===== config.mk =====
export PLATFORM = sky130hd
export DESIGN_NAME = usb_host_pipe_ctl
export DESIGN_NICKNAME = d
export VERILOG_FILES = /design/src/rtl/hpc_pkg.sv /design/src/rtl/hpc_edge_det.sv /design/src/rtl/hpc_in_counter.sv /design/src/rtl/hpc_pipe_slice.sv /design/src/rtl/hpc_read_port.sv /design/src/rtl/usb_host_pipe_ctl.sv
export SDC_FILE = /design/constraint.sdc
export NUM_CORES = 1
export LEC_CHECK = 0
export BUFFER_PORTS_ARGS = -buffer_cell sky130_fd_sc_hd__buf_2
export CORE_MARGIN = 5
export CORE_UTILIZATION = 50
export CTS_CLUSTER_DIAMETER = 80
export DETAILED_ROUTE_END_ITERATION = 16
export PLACE_DENSITY = 0.76
export SYNTH_ARGS = -nofsm -noshare
export SYNTH_HDL_FRONTEND = slang
export SYNTH_SLANG_ARGS = --single-unit

===== constraint.sdc =====
create_clock -name clk -period 2.7 [get_ports clk]
set_input_delay 0.54 -clock clk [delete_from_list [all_inputs] [get_ports clk]]
set_output_delay 0.54 -clock clk [all_outputs]
set_load 0.02 [all_outputs]

===== src/rtl/hpc_pkg.sv =====
package hpc_pkg;
  localparam int WORD_W    = 32;
  localparam int B_FIFOCON = 14;
  localparam int B_FREEZE  = 17;
  localparam int B_TOGRST  = 18;
  // interrupt enables: bits 7..0, 12 and 16
  localparam logic [WORD_W-1:0] ENABLE_MASK = 32'h0001_10FF;
endpackage


===== src/rtl/hpc_edge_det.sv =====
module hpc_edge_det #(
  parameter int W = 8
) (
  input  logic         clk,
  input  logic         rst,
  input  logic [W-1:0] lvl,
  output logic [W-1:0] rise
);
  logic [W-1:0] prev_q;

  always_ff @(posedge clk) begin
    if (rst) prev_q <= '0;
    else     prev_q <= lvl;
  end

  assign rise = lvl & ~prev_q;
endmodule


===== src/rtl/hpc_in_counter.sv =====
module hpc_in_counter #(
  parameter int CNT_W = 8
) (
  input  logic             clk,
  input  logic             rst,
  input  logic             load,
  input  logic [CNT_W-1:0] load_val,
  input  logic             dec,
  output logic             expire
);
  logic [CNT_W-1:0] cnt_q;
  logic             at_zero;

  assign at_zero = (cnt_q == '0);
  assign expire  = dec && at_zero;

  always_ff @(posedge clk) begin
    if (rst)                  cnt_q <= '0;
    else if (load)            cnt_q <= load_val;
    else if (dec && !at_zero) cnt_q <= cnt_q - 1'b1;
  end
endmodule


===== src/rtl/hpc_pipe_slice.sv =====
module hpc_pipe_slice
  import hpc_pkg::*;
#(
  parameter int CNT_W = 8
) (
  input  logic              clk,
  input  logic              rst,
  input  logic              set_hit,
  input  logic [WORD_W-1:0] set_mask,
  input  logic              clr_hit,
  input  logic [WORD_W-1:0] clr_mask,
  input  logic              cfg,
  input  logic              dir_in,
  input  logic              stall,
  input  logic              err,
  input  logic              rst_rise,
  input  logic              en_rise,
  input  logic              in_req,
  input  logic              bank_evt,
  input  logic [CNT_W-1:0]  budget,
  output logic [WORD_W-1:0] word,
  output logic              freeze,
  output logic              tog_rst,
  output logic              bank_send,
  output logic              bank_free
);
  logic [WORD_W-1:0] s_bits, c_bits;
  logic [WORD_W-1:0] en_q, en_nxt;
  logic frz_q, frz_nxt, hw_frz;
  logic fc_q, fc_nxt, do_switch;
  logic tr_q, tr_nxt, tog_q;
  logic send_q, free_q;
  logic expire, cnt_load, cnt_dec;

  assign s_bits = set_hit ? set_mask : '0;
  assign c_bits = clr_hit ? clr_mask : '0;

  assign cnt_load = frz_q && !frz_nxt;
  assign cnt_dec  = in_req && !frz_q;

  hpc_in_counter #(.CNT_W(CNT_W)) u_cnt (
    .clk      (clk),
    .rst      (rst),
    .load     (cnt_load),
    .load_val (budget),
    .dec      (cnt_dec),
    .expire   (expire)
  );

  always_comb begin
    en_nxt    = ((en_q | s_bits) & ~c_bits) & ENABLE_MASK;
    hw_frz    = !cfg || stall || err || rst_rise || en_rise || expire;
    frz_nxt   = hw_frz || ((frz_q || s_bits[B_FREEZE]) && !c_bits[B_FREEZE]);
    fc_nxt    = bank_evt || (fc_q && !c_bits[B_FIFOCON]);
    do_switch = fc_q && c_bits[B_FIFOCON] && !bank_evt;
    tr_nxt    = s_bits[B_TOGRST] || (tr_q && !tog_q);
  end

  always_ff @(posedge clk) begin
    if (rst) begin
      en_q   <= '0;
      frz_q  <= 1'b0;
      fc_q   <= 1'b0;
      tr_q   <= 1'b0;
      tog_q  <= 1'b0;
      send_q <= 1'b0;
      free_q <= 1'b0;
    end else begin
      en_q   <= en_nxt;
      frz_q  <= frz_nxt;
      fc_q   <= fc_nxt;
      tr_q   <= tr_nxt;
      tog_q  <= tr_q && !tog_q;
      send_q <= do_switch && !dir_in;
      free_q <= do_switch && dir_in;
    end
  end

  always_comb begin
    word           = en_q;
    word[B_FIFOCON] = fc_q;
    word[B_FREEZE]  = frz_q;
    word[B_TOGRST]  = tr_q;
  end

  assign freeze    = frz_q;
  assign tog_rst   = tog_q;
  assign bank_send = send_q;
  assign bank_free = free_q;
endmodule


===== src/rtl/hpc_read_port.sv =====
module hpc_read_port
  import hpc_pkg::*;
#(
  parameter int NPIPE  = 8,
  parameter int PIPE_W = 3
) (
  input  logic                    clk,
  input  logic                    rst,
  input  logic [PIPE_W-1:0]       sel,
  input  logic [NPIPE*WORD_W-1:0] words,
  output logic [WORD_W-1:0]       data
);
  logic [WORD_W-1:0] pick;

  always_comb begin
    pick = '0;
    for (int k = 0; k < NPIPE; k++)
      if (sel == PIPE_W'(k)) pick = words[k*WORD_W +: WORD_W];
  end

  always_ff @(posedge clk) begin
    if (rst) data <= '0;
    else     data <= pick;
  end
endmodule


===== src/rtl/usb_host_pipe_ctl.sv =====
module usb_host_pipe_ctl
  import hpc_pkg::*;
#(
  parameter int NPIPE  = 8,
  parameter int INRQ_W = 8,
  parameter int PIPE_W = (NPIPE > 1) ? $clog2(NPIPE) : 1
) (
  input  logic                    clk,
  input  logic                    rst,
  input  logic                    set_we,
  input  logic [PIPE_W-1:0]       set_pipe,
  input  logic [WORD_W-1:0]       set_mask,
  input  logic                    clr_we,
  input  logic [PIPE_W-1:0]       clr_pipe,
  input  logic [WORD_W-1:0]       clr_mask,
  input  logic [PIPE_W-1:0]       rd_pipe,
  output logic [WORD_W-1:0]       rd_data,
  input  logic [NPIPE-1:0]        pipe_cfg,
  input  logic [NPIPE-1:0]        pipe_dir_in,
  input  logic [NPIPE-1:0]        stall_rx,
  input  logic [NPIPE-1:0]        perr,
  input  logic [NPIPE-1:0]        pipe_rst,
  input  logic [NPIPE-1:0]        pipe_en,
  input  logic [NPIPE-1:0]        in_req,
  input  logic [NPIPE-1:0]        bank_evt,
  input  logic [NPIPE*INRQ_W-1:0] inrq_cfg,
  output logic [NPIPE-1:0]        freeze_o,
  output logic [NPIPE-1:0]        tog_rst_o,
  output logic [NPIPE-1:0]        bank_send_o,
  output logic [NPIPE-1:0]        bank_free_o
);
  logic [NPIPE-1:0]        rst_rise, en_rise;
  logic [NPIPE*WORD_W-1:0] words;

  hpc_edge_det #(.W(NPIPE)) u_rst_edge (
    .clk (clk), .rst (rst), .lvl (pipe_rst), .rise (rst_rise)
  );

  hpc_edge_det #(.W(NPIPE)) u_en_edge (
    .clk (clk), .rst (rst), .lvl (pipe_en), .rise (en_rise)
  );

  for (genvar g = 0; g < NPIPE; g++) begin : g_pipe
    logic set_hit, clr_hit;
    assign set_hit = set_we && (set_pipe == PIPE_W'(g));
    assign clr_hit = clr_we && (clr_pipe == PIPE_W'(g));

    hpc_pipe_slice #(.CNT_W(INRQ_W)) u_slice (
      .clk       (clk),
      .rst       (rst),
      .set_hit   (set_hit),
      .set_mask  (set_mask),
      .clr_hit   (clr_hit),
      .clr_mask  (clr_mask),
      .cfg       (pipe_cfg[g]),
      .dir_in    (pipe_dir_in[g]),
      .stall     (stall_rx[g]),
      .err       (perr[g]),
      .rst_rise  (rst_rise[g]),
      .en_rise   (en_rise[g]),
      .in_req    (in_req[g]),
      .bank_evt  (bank_evt[g]),
      .budget    (inrq_cfg[g*INRQ_W +: INRQ_W]),
      .word      (words[g*WORD_W +: WORD_W]),
      .freeze    (freeze_o[g]),
      .tog_rst   (tog_rst_o[g]),
      .bank_send (bank_send_o[g]),
      .bank_free (bank_free_o[g])
    );
  end

  hpc_read_port #(.NPIPE(NPIPE), .PIPE_W(PIPE_W)) u_rd (
    .clk   (clk),
    .rst   (rst),
    .sel   (rd_pipe),
    .words (words),
    .data  (rd_data)
  );
endmodule


== Yosys cells after proc, flatten, opt, wreduce, memory -nomap -nowiden ==
Index checks and enable logic that the tools add are counted.

* Reductions and logical operators: 267
* Equality and inequality tests: 21
* Add/sub/neg operators: 8
* Multiplexer cells: 40
* Bitwise logic cells: 28

{| class="wikitable"
|+ Operators with widths
! operator !! number
|-
| 19-bit two-way mux || 16
|-
| 18-bit two-way mux || 8
|-
| 17-bit bitwise AND || 8
|-
| 17-bit NOT || 8
|-
| 17-bit OR || 8
|-
| 8-bit two-way mux || 16
|-
| 1-bit logical AND || 104
|-
| 1-bit zero test || 72
|-
| 1-bit logical OR || 72
|-
| 8-bit zero test || 8
|-
| 8-bit by 1-bit subtractor with 8-bit output, second input constant || 8
|-
| 3-bit equality test, second input constant || 12
|-
| 3-bit by 2-bit equality test with 1-bit output, second input constant || 6
|-
| 8-bit bitwise AND || 2
|-
| 8-bit NOT || 2
|-
| 2-bit nonzero test || 8
|-
| 3-bit by 1-bit equality test with 1-bit output, second input constant || 3
|-
| 3-bit zero test || 3
|}

* Word-level logic and storage cells: 431
* Input port bits: 205
* Flip-flop bits (word level): 240

== Depth between registers and ports, before layout ==
Gate-level depths: netlist (run 1).

* Depth after elaboration: 10
* Depth in mapped cells: 8

== Modules after synthesis ==
From an unflattened synthesis (run 1), not the netlist that was laid out.

* Cells, all modules: 1504
* Area, all modules: 13873.3 um^2

{| class="wikitable"
|+ By module, submodules not included
! module !! area an instance (um^2) !! seq. area each (um^2) !! times used !! cells each
|-
| hpc_pipe_slice || 755.7 || 320.3 || 8 || 80
|-
| hpc_in_counter || 524.3 || 160.2 || 8 || 64
|-
| hpc_read_port || 2920.3 || 640.6 || 1 || 288
|-
| hpc_edge_det || 260.2 || 160.2 || 2 || 24
|-
| usb_host_pipe_ctl || 192.7 || 0.0 || 1 || 16
|}

== Least setup slack after synthesis (run 1) ==
No wires, ideal clock.

* Kind: in2reg
* From: input port rd_pipe[0]
* To: register u_rd.data[17]
* Path buffers: 2
* Stages on the path: 5
* Slack: 809 ps
* Required time: 2572 ps
* Data arrival time: 1763 ps
* Path through: buf_2 buf_2 mux4_2 mux2i_1 nor2_1

* Word-level cells in the longest chain between the ends: 9
* Elaborated cells between the ends (all ways): 16
* Those cells by class: 7 x eq/ne; 8 x mux; 1 x reduce/logical

{| class="wikitable"
|+ Ends and longest elaborated chain
! what !! RTL line !! RTL
|-
| start, declared || usb_host_pipe_ctl.sv:16 || <nowiki>input logic [PIPE_W-1:0] rd_pipe,</nowiki>
|-
| 3-bit zero test || hpc_read_port.sv:18 || <nowiki>if (sel == PIPE_W'(k)) pick = words[k*WORD_W +: WORD_W];</nowiki>
|-
| 19-bit two-way mux (7 in series) || hpc_read_port.sv:18 ||
|-
| 19-bit two-way mux (*) || hpc_read_port.sv:18 ||
|-
| end signal, assigned || hpc_read_port.sv:23 || <nowiki>else data <= pick;</nowiki>
|-
| end, declared || hpc_read_port.sv:11 || <nowiki>output logic [WORD_W-1:0] data</nowiki>
|}

Mark *: on every way between the ends. The rest lies on a longest branch, timed or not.
A chain may end at the register's enable or synchronous reset.

== Final worst setup path (run 1) ==
* From: register g_pipe[2].u_slice.u_cnt.cnt_q[0]
* To: register g_pipe[2].u_slice.u_cnt.cnt_q[2]

* Word-level cells in the longest chain between the ends: 7
* Elaborated cells between the ends (all ways): 12
* Those cells by class: 1 x add/sub; 2 x mux; 9 x reduce/logical

{| class="wikitable"
|+ Ends and longest elaborated chain
! what !! RTL line !! RTL
|-
| start, declared || hpc_in_counter.sv:11 || <nowiki>logic [CNT_W-1:0] cnt_q;</nowiki>
|-
| start signal, assigned || hpc_in_counter.sv:19 || <nowiki>else if (load) cnt_q <= load_val;</nowiki>
|-
| start signal, assigned || hpc_in_counter.sv:20 || <nowiki>else if (dec && !at_zero) cnt_q <= cnt_q - 1'b1;</nowiki>
|-
| branches (longest 7 deep; another with 8-bit by 1-bit subtractor with 8-bit output) || -- ||
|}

Parallel ways; which one is timed is not known. The select of a mux whose other input is x is not followed.

==> results by group, run 1 <==
Setup path
  • Setup crit end kind: flip-flop
  • Worst path slowest cell: a41oi_1
  • Critical Setup Path Class: flip-flop to flip-flop
  • Highest cell delay on the worst timing path: 0.43 ns
  • Buf+Inv Stages, Crit Path: 1
  • Origin of the critical flop-to-flop path: g_pipe[2].u_slice.u_cnt.cnt_q[0]
  • Req. time, crit path: 3.14 ns
  • Reg2reg end: g_pipe[2].u_slice.u_cnt.cnt_q[2]
  • WP data arrival: 2.62 ns
  • R2R setup slack: 0.52 ns
  • Crit-path cells: inv_1, ha_1, nor3b_1, a31oi_2, a41oi_1, o21ai_0, a21oi_1
  • Max FO, Critical Path: 7
  • CP Launch Type: flip-flop
  • Crit path max-delay family: compound AO/OA/AOI/OAI gates
  • Depth of the most critical reg-to-reg path: 7

Synth
  • Post-synth top area cell: dfxtp_1
  • Synth Flop Type: dfxtp_1
  • Mapped Cells: 1192
  • Post-synth ARST share: 0%
  • Register area share after synthesis: 41.5%
  • Synth cell types: 70
  • Flops & latches, synth: 221
  • Yosys top cell area share: 41.5%
  • Mapped Area: 10700 um2
  • Total number of yosys warnings: 0
  • Avg Cell Area, Syn: 8.95 um2
  • Leading post-synthesis cells by cell area: dfxtp_1 41%, a21oi_1 6.8%, a211oi_1 6.2%
  • Number of enable flip-flop cells after synthesis: 0

Run status
  • Outcome: completed

GRT
  • Vias in the first global route: 9079
  • GR Util All Layers: 22.8%
  • Largest net degree at the start of global routing: 108
  • First-pass GRT wire length: 46.0 mm
  • Total grt overflow: 0
  • Antenna violations before repair: 4

Floorplanning
  • Initial cell density of the core: 50.8%
  • Die Y: 156 um
  • Cell Rows: 53
  • Total core area: 21000 um2
  • Die area: 24400 um2
  • Die Wd: 156 um
  • I/O Pins: 269

Flow run
  • Max Cap Violations: 0

STA
  • Fin crit period: 2.18 ns
  • Final Setup Violations: 0
  • Slew @ Worst Pin: 0.739 ns
  • Fmax: 458 MHz
  • Final setup TNS: 0 ns
  • Hold violation count in the final report: 0
  • Worst hold margin: 0.262 ns
  • Slew Limit Fails: 0
  • Clock skew: 0.0151 ns
  • Final period utilization: 80.8%
  • Max_slew headroom: 50.7%
  • RSZ-0062 raised after global routing: false

Cells and area
  • Fin nets: 1557
  • Area growth, synth to finish: 16.6%
  • Layout cells sized above 1: 24.5%

Pwr
  • Static leakage: 4.90 nW
  • Peak supply drop: 0.558 mV
  • PD cells: 838 nW/um2

CTS
  • Setup Buffers After CTS: 0
  • Clock Tree Buf Depth: 3
  • Hold_buf cts: 0
  • Clock-pin slew on the worst setup and hold paths: 0.06 ns
  • TritonCTS buffer count: 25
  • Later-pin clock latency in the skew report: 0.51 ns
  • Post-CTS Resized: 0
  • Number of H-tree levels: 1
  • Clock sinks: 221
  • Clock root cell: clkbuf_16
  • TritonCTS clock tree: built

Route
  • WL/cell: 18.0 um
  • ANT nets after route: 0
  • Number of remaining DRC errors: 0
  • DR iter-0 viols: 691
  • Vias/cell: 5.84
  • WL final: 29.4 mm
  • Total number of vias: 9532
  • DR pass1 iterations: 4

Worst hold path
  • Hold path depth: 2
  • Hold Crit Start: pipe_rst[4]
  • Worst Hold Class: input pin to flip-flop
  • WHS Endpoint: u_rst_edge.prev_q[4]

Placement
  • GPL Wtd Cong: 0.878
  • DP HPWL: 20.7 mm
  • PortBufs: 209
report_power, final:
part	internal, mW	total, mW	switching (mW)
Combinational	1.37	3.18	1.82
Sequential	3.65	4.01	0.357
Clock	1.92	3.23	1.31
Total	6.94	10.4	3.48
cell type report:
cell class | instances | area, um2
Antenna cell | 5 | 12.5
Clock buffer | 35 | 713
Clock inverter | 7 | 66.3
Fill cell | 1792 | 8580
Inverter | 44 | 165
Multi-Input combinational cell | 808 | 5430
Sequential cell | 221 | 4420
Tap cell | 275 | 344
Timing Repair Buffer | 236 | 1290
Yosys cell counts (6+ instances only):
cell type and n:
a211oi_1 88, a21o_1 8, a21oi_1 146, a221oi_2 7, a22oi_1 7, a2bb2oi_1 7
a31oi_1 24, a32oi_1 9, and3_1 14, and3b_1 8, buf_1 13, buf_2 15
buf_4 51, clkbuf_1 48, clkbuf_2 10, dfxtp_1 221, ha_1 16, inv_1 44
mux2i_1 14, mux4_2 26, nand2_1 70, nand2b_1 23, nand3_1 35, nand4_1 10
nor2_1 79, nor2b_1 27, nor3_1 28, nor3b_1 25, o211ai_1 8, o21ai_0 16
o311ai_0 6, or2_2 7, or4_1 7
kinds of logic after synthesis:
| logic type | synth area share, % |
|---|---|
| compound gates | 21.8 |
| other cells | 0.0351 |
| mux | 6.91 |
| xor+xnor | 0.481 |
| flops | 41.5 |
| buf+inv | 8.46 |
| fa+ha+maj | 1.88 |
| simple gates | 19.0 |
stage by stage:
stage / worst slack (ns) / area (um2) / instances / utilization [%] / power [mW]
final: 0.518 / 12400 / 1631 / 59.2 / 10.4
after global routing: 0.218 / 12400 / 1629 / 59.2 / 11.1
after CTS: 0.560 / 12400 / 1626 / 59.1 / 10.5
after detailed placement: 0.354 / 11700 / 1584 / 55.4 / 7.20
after global placement: 0.448 / 11700 / 1584 / 55.4 / 7.10
after floorplan: 0.809 / 10700 / 1210 / - / 6.50
worst max path at each step:
stage / startpoint / to / slack, ns / depth (start not counted)
2_1_floorplan: rd_pipe[0] / u_rd.data[17] / 0.81 / 5
3_3_place_gp: stall_rx[4] / g_pipe[4].u_slice.u_cnt.cnt_q[0] / 0.45 / 6
3_5_place_dp: stall_rx[4] / g_pipe[4].u_slice.u_cnt.cnt_q[0] / 0.35 / 6
4_1_cts: g_pipe[2].u_slice.u_cnt.cnt_q[0] / g_pipe[2].u_slice.u_cnt.cnt_q[2] / 0.56 / 7
5_1_grt: g_pipe[0].u_slice.u_cnt.cnt_q[0] / g_pipe[0].u_slice.u_cnt.cnt_q[5] / 0.22 / 7
6_report: g_pipe[2].u_slice.u_cnt.cnt_q[0] / g_pipe[2].u_slice.u_cnt.cnt_q[2] / 0.52 / 7
layout by cell type (no fill, tap or decap), drive strengths merged, types with 6 or more instances in the layout:
master,count
or2,8
and3,14
a31oi,25
inv,45
or3b,7
a2bb2oi,7
nor4,6
a221oi,8
a32oi,9
nor2,79
o211ai,8
or4,7
nor2b,27
a21oi,148
nand2,70
o311ai,6
mux4,26
o21ai,17
clkbuf,35
and3b,8
a21o,8
nand2b,23
buf,236
nor3,29
conb,19
mux2i,14
a22oi,7
dfxtp,221
nand4,10
nand3,36
ha,16
nor3b,26
a211oi,88
worst register-to-register path: cells and delay by family, from the launching register on:
kind,cells,cell delay [ns]
compound gates,4,1.05
buf+inv,1,0.11
fa+ha+maj,1,0.20
flops,1,0.35
simple gates,1,0.42
flip-flops by register name (all words and copies together), names as in the netlist:
| name | flops |
|---|---|
| g_pipe.u_slice.en_q | 80 |
| g_pipe.u_slice.u_cnt.cnt_q | 64 |
| u_rd.data | 13 |
| g_pipe.u_slice.bank_free | 8 |
| g_pipe.u_slice.bank_send | 8 |
| g_pipe.u_slice.fc_q | 8 |
| g_pipe.u_slice.freeze | 8 |
| g_pipe.u_slice.tog_rst | 8 |
| g_pipe.u_slice.tr_q | 8 |
| u_en_edge.prev_q | 8 |
| u_rst_edge.prev_q | 8 |
layer usage:
| layer | GRT usage (%) | share of wire, % | vias to the layer above |
|---|---|---|---|
| met5 | 0 | 0.044 | - |
| met1 | 30.0 | 41 | 4495 |
| li1 | - | - | 4598 |
| met4 | 7.54 | 2.1 | 2 |
| met2 | 37.6 | 48 | 391 |
| met3 | 4.55 | 8.6 | 46 |
(Power assumes the default switching activity.)
==> inputs of run 2 (changes only) <==
- ABC_AREA: unset -> 1
- PLACE_DENSITY: 0.76 -> 0.75
- clock period: 2.7 -> 2.2 ns (I/O delays scaled with it)
==> run 2 against run 1 <==
Sequential share of layout area is 2.9 points lower. Register-to-register slack worse by 0.12 ns. Cell area is 8.8% higher.
==> results by group, run 2 <==
Setup path
  • Worst path slowest cell: dfxtp_1
  • Critical Setup Path Class: flip-flop to output port
  • Reg2reg end: g_pipe[3].u_slice.u_cnt.cnt_q[7]
  • WP data arrival: 1.38 ns
  • Req. time, crit path: 1.76 ns
  • Crit-path cells: buf_2
  • Depth of the most critical reg-to-reg path: 7
  • Buf+Inv Stages, Crit Path: 1
  • Highest cell delay on the worst timing path: 0.61 ns
  • R2R setup slack: 0.40 ns
  • Max FO, Critical Path: 12
  • Origin of the critical flop-to-flop path: g_pipe[3].u_slice.freeze
  • Crit path max-delay family: flip-flops
  • CP Launch Type: flip-flop
  • Setup crit end kind: output port

Cells and area
  • Max reg flops: 80
  • Fin nets: 2146
  • Commonest non-fill, non-tap cell in the layout: nor2_1
  • Final Core Density: 59.6%
  • Most frequent cells in the layout: 404 x nor2_1, 317 x nand2_1, 264 x inv_1
  • Layout cells sized above 1: 15.8%
  • Top flop regs: g_pipe.u_slice.en_q (80), g_pipe.u_slice.u_cnt.cnt_q (64), u_rd.data (13)
  • Largest Register: g_pipe.u_slice.en_q
  • Area growth, synth to finish: 17.0%

GRT
  • Antenna violations before repair: 9
  • Vias in the first global route: 10.9k
  • Total grt overflow: 0
  • First-pass GRT wire length: 53.2 mm
  • Largest net degree at the start of global routing: 52
  • GR Util All Layers: 24.3%

Placement
  • GPL Wtd Cong: 0.909
  • PortBufs: 209
  • DP HPWL: 23.3 mm

Synth
  • Synth Flop Type: dfxtp_1
  • Register area share after synthesis: 38.2%
  • Top cells by count, synth: 404 x nor2_1, 317 x nand2_1, 264 x inv_1, 221 x dfxtp_1, 82 x nand4_1
  • Count leader, synth: nor2_1
  • Number of enable flip-flop cells after synthesis: 0
  • Synth cell types: 32
  • Flops & latches, synth: 221
  • Post-synth top area cell: dfxtp_1
  • Mapped Area: 11600 um2
  • Leading post-synthesis cells by cell area: dfxtp_1 38%, nor2_1 13%, nand2_1 10%
  • Avg Cell Area, Syn: 6.62 um2
  • Mapped Cells: 1749
  • Yosys top cell area share: 38.2%
  • Post-synth ARST share: 0%
  • Total number of yosys warnings: 0

CTS
  • Setup Buffers After CTS: 0
  • Later-pin clock latency in the skew report: 0.52 ns
  • TritonCTS buffer count: 26
  • Hold_buf cts: 0
  • Post-CTS Resized: 0
  • Number of H-tree levels: 1
  • Clock-pin slew on the worst setup and hold paths: 0.06 ns
  • Clock root cell: clkbuf_16
  • Clock sinks: 221
  • TritonCTS clock tree: built
  • Clock Tree Buf Depth: 3

STA
  • Final period utilization: 82.7%
  • Hold violation count in the final report: 0
  • Final setup TNS: 0 ns
  • Final Setup Violations: 0
  • Slew @ Worst Pin: 0.663 ns
  • Fmax: 550 MHz
  • Clock skew: 0.0180 ns
  • Slew Limit Fails: 0
  • Max_slew headroom: 55.8%
  • RSZ-0062 raised after global routing: false
  • Fin crit period: 1.82 ns

Flow run
  • Max Cap Violations: 0

Floorplanning
  • Total core area: 22700 um2
  • I/O Pins: 269
  • Die area: 26300 um2
  • Initial cell density of the core: 51.0%
  • Die Wd: 162 um
  • Cell Rows: 55
  • Die Y: 162 um

Pwr
  • Sequential power share: 33.1%
  • Static leakage: 6.72 nW
  • Total power: 15.1 mW
  • Clock power share: 27.6%
  • Internal Power: 9.37 mW
  • Combinational cell fraction of total power: 39.3%
  • Peak supply drop: 0.606 mV
  • Sw Ratio: 38.0%
  • P_sw: 5.74 mW
  • PD cells: 1120 nW/um2

Worst hold path
  • WHS Endpoint: g_pipe[7].u_slice.bank_send
  • Hold Crit Start: pipe_dir_in[7]
  • Worst Hold Class: input pin to flip-flop
  • Hold path depth: 2

Run status
  • Outcome: completed

Route
  • ANT nets after route: 0
  • Total number of vias: 11.5k
  • DR iter-0 viols: 812
  • Number of remaining DRC errors: 0
  • DR pass1 iterations: 5
  • WL/cell: 15.0 um
  • WL final: 33.4 mm
  • Vias/cell: 5.16
==> run 2: cell count changes in the layout (fill, tap and decap cells not counted), moves of 72 or more <==
cell / change
a211oi_1: -78
a21oi_1: -76
inv_1: +220
nand2_1: +247
nand4_1: +72
nor2_1: +325
==> run 2: kinds of logic after synthesis <==
logic type / Yosys count / share of synthesized area (%)
AO/OA/AOI/OAI: 200 / 10.7
XOR/XNOR: 44 / 3.33
adder cells (fa/ha/maj): 16 / 1.73
buffers and inverters: 375 / 14.0
flip-flops: 221 / 38.2
other: 1 / 0.0324
AND/OR/NAND/NOR: 892 / 32.0
==> run 2: per-layer routing <==
layer	vias up	routed length, um	part of all wire, %	GRT usage (%)
met3	68	2930	8.8	5.20
met4	12	698	2.1	7.27
met2	430	15200	46	40.1
met1	5183	14500	43	32.1
met5	-	76	0.23	0
li1	5826	-	-	-
==> run 2: worst max-delay path by stage <==
stage                                                start                                to  slack (ns)  depth (start not counted)
after floorplan           g_pipe[6].u_slice.u_cnt.cnt_q[0]  g_pipe[6].u_slice.u_cnt.cnt_q[6]        0.64                         10
after global placement                         clr_pipe[2]  g_pipe[6].u_slice.u_cnt.cnt_q[6]        0.32                         10
after detailed placement                       stall_rx[3]  g_pipe[3].u_slice.u_cnt.cnt_q[7]        0.29                          9
after CTS                         g_pipe[4].u_slice.freeze                       freeze_o[4]        0.36                          1
after global routing      g_pipe[4].u_slice.u_cnt.cnt_q[0]  g_pipe[4].u_slice.u_cnt.cnt_q[6]        0.19                          9
final                             g_pipe[4].u_slice.freeze                       freeze_o[4]        0.38                          1
==> run 2: cell type report <==
cell class / count / area [um2]
fill: 2190 / 9170
antenna: 3 / 7.51
clock buffer: 42 / 812
sequential: 221 / 4420
clock inverter: 5 / 31.3
tap: 285 / 357
inverter: 264 / 991
multi-input combinational: 1171 / 5600
timing repair buffer: 241 / 1320
==> run 2: power by group through the flow <==
| stage | registers (mW) | logic (mW) | clock network (mW) |
|---|---|---|---|
| floorplan | 4.97 | 4.80 | 0 |
| CTS | 4.99 | 5.92 | 4.26 |
| detailed placement | 5.06 | 5.85 | 0 |
| finish | 4.99 | 5.94 | 4.18 |
| global route | 5.06 | 6.86 | 4.45 |
| global placement | 5.05 | 5.68 | 0 |
==> run 2: through the flow <==
stage,cells,area (um2),setup slack (ns),hold WS (ns)
floorplan,1767,11600,0.642,0.440
global placement,2182,12700,0.319,0.450
detailed placement,2182,12700,0.288,0.452
CTS,2229,13500,0.357,0.0720
global route,2232,13500,0.194,0.0666
finish,2232,13500,0.381,0.0795
==> inputs of run 3 (changes only) <==
- clock period: 2.2 -> 1.8 ns (I/O delays scaled with it)
==> run 3 against run 2 <==
Setup slack got worse by 0.33 ns. Combinational power increased by 25%. Critical endpoint unchanged. Hold slack got worse by 0.058 ns. Wire length increased by 0.47%. Largest power group unchanged. Highest routed layer unchanged. Sequential share of layout area decreased by 0.74 points. Final cell count increased by 1.3%. Sequential cell count unchanged.
==> results by group, run 3 (synthesis results as in run 2) <==
Run status
  • Outcome: completed

Setup path
  • Max FO, Critical Path: 9
  • Highest cell delay on the worst timing path: 0.47 ns
  • CP Launch Type: flip-flop
  • Setup crit end kind: output port
  • Req. time, crit path: 1.44 ns
  • Worst path slowest cell: dfxtp_1
  • Crit-path cells: buf_4, buf_2
  • Critical Setup Path Class: flip-flop to output port
  • WP data arrival: 1.38 ns

Cells and area
  • Layout cells sized above 1: 17.0%
  • Final Core Density: 61.0%
  • Area growth, synth to finish: 19.7%
  • Max reg flops: 80
  • Post-Layout Cell Count: 2260
  • Most frequent cells in the layout: 404 x nor2_1, 317 x nand2_1, 264 x inv_1
  • Commonest non-fill, non-tap cell in the layout: nor2_1
  • Fin nets: 2178
  • Top flop regs: g_pipe.u_slice.en_q (80), g_pipe.u_slice.u_cnt.cnt_q (64), u_rd.data (13)
  • Largest Register: g_pipe.u_slice.en_q
  • # fillers: 2136
  • Design area: 13900 um2

CTS
  • Clock-pin slew on the worst setup and hold paths: 0.06 ns
  • Later-pin clock latency in the skew report: 0.53 ns
  • Clock Tree Buf Depth: 3
  • Number of H-tree levels: 1
  • Clock root cell: clkbuf_16
  • Setup Buffers After CTS: 0
  • TritonCTS clock tree: built
  • TritonCTS buffer count: 24
  • Clock sinks: 221

STA
  • Final setup TNS: 0 ns
  • Worst hold margin: 0.0220 ns
  • Max_slew headroom: 59.6%
  • Final period utilization: 96.9%
  • Hold violation count in the final report: 0
  • Slew Limit Fails: 0
  • Clock skew: 0.00970 ns
  • Fmax: 573 MHz
  • Final Setup Violations: 0
  • Fin crit period: 1.74 ns
  • Slew @ Worst Pin: 0.606 ns
  • Setup ws final: 0.0555 ns

Floorplanning
  • Die Y: 162 um
  • I/O Pins: 269
  • Die area: 26300 um2
  • Initial cell density of the core: 51.0%
  • Cell Rows: 55
  • Die Wd: 162 um
  • Total core area: 22700 um2

GRT
  • GR Util All Layers: 24.5%
  • Vias in the first global route: 11.1k
  • Largest net degree at the start of global routing: 56
  • Total grt overflow: 0
  • Antenna violations before repair: 7
  • First-pass GRT wire length: 53.3 mm

Placement
  • DP HPWL: 24.0 mm
  • Placed inst area: 12900 um2
  • PortBufs: 209
  • Placed Cells: 2210
  • GPL Wtd Cong: 0.912
  • DP Worst Slack: 0.0559 ns

Flow run
  • Max Cap Violations: 0

Route
  • DR iter-0 viols: 870
  • Total number of vias: 11.7k
  • ANT nets after route: 0
  • WL final: 33.5 mm
  • Vias/cell: 5.17
  • WL/cell: 14.8 um
  • Number of remaining DRC errors: 0
  • DR pass1 iterations: 7

Worst hold path
  • Worst Hold Class: input pin to flip-flop

Pwr
  • PD cells: 1350 nW/um2
  • Total power: 18.7 mW
  • Static leakage: 6.88 nW
  • Peak supply drop: 0.683 mV
run 3: layer usage:
metal | up-vias | share of wire, % | GRT usage (%)
li1 | 5894 | - | -
met5 | - | 0.18 | 0
met2 | 450 | 45 | 40.2
met4 | 10 | 3.3 | 8.19
met3 | 95 | 8.5 | 4.77
met1 | 5243 | 43 | 32.5
run 3: area by class of cell:
cell class / instances / area [um2] / area share [%]
Clock inverter: 7 / 124 / 0.894
Antenna cell: 3 / 7.51 / 0.0542
Inverter: 264 / 991 / 7.15
Multi-Input combinational cell: 1171 / 5620 / 40.6
Timing Repair Buffer: 275 / 1630 / 11.7
Tap cell: 285 / 357 / 2.57
Sequential cell: 221 / 4420 / 31.9
Clock buffer: 34 / 708 / 5.11
run 3: worst max-delay path, delay by kind of cell, from the launching register on:
family	cells	cell delay, ns
buf+inv	2	0.39
flops	1	0.47
run 3: worst paths after layout:
check                                                      start                               end  slack, ns  depth (start not counted)
worst max-delay path                    g_pipe[4].u_slice.freeze                       freeze_o[4]       0.06                          2
worst min-delay path                              pipe_dir_in[6]       g_pipe[6].u_slice.bank_send       0.02                          2
worst max register to register  g_pipe[1].u_slice.u_cnt.cnt_q[0]  g_pipe[1].u_slice.u_cnt.cnt_q[5]       0.18                          9
worst min register to register            g_pipe[4].u_slice.tr_q         g_pipe[4].u_slice.tog_rst       0.47                          2
run 3: timing repair:
item / 4_1_cts / 5_1_grt
endpoints found under the hold margin: 6 / 0
hold buffers: 6 / 0
resized for setup: 0 / 6
setup endpoints to repair: 0 / 24
run 3: power breakdown:
part / leakage [nW] / internal, mW / switching (mW) / total (mW)
registers: 1.80 / 5.61 / 0.472 / 6.08
clock network: 0.407 / 3.16 / 2.02 / 5.17
logic: 4.67 / 2.91 / 4.51 / 7.43
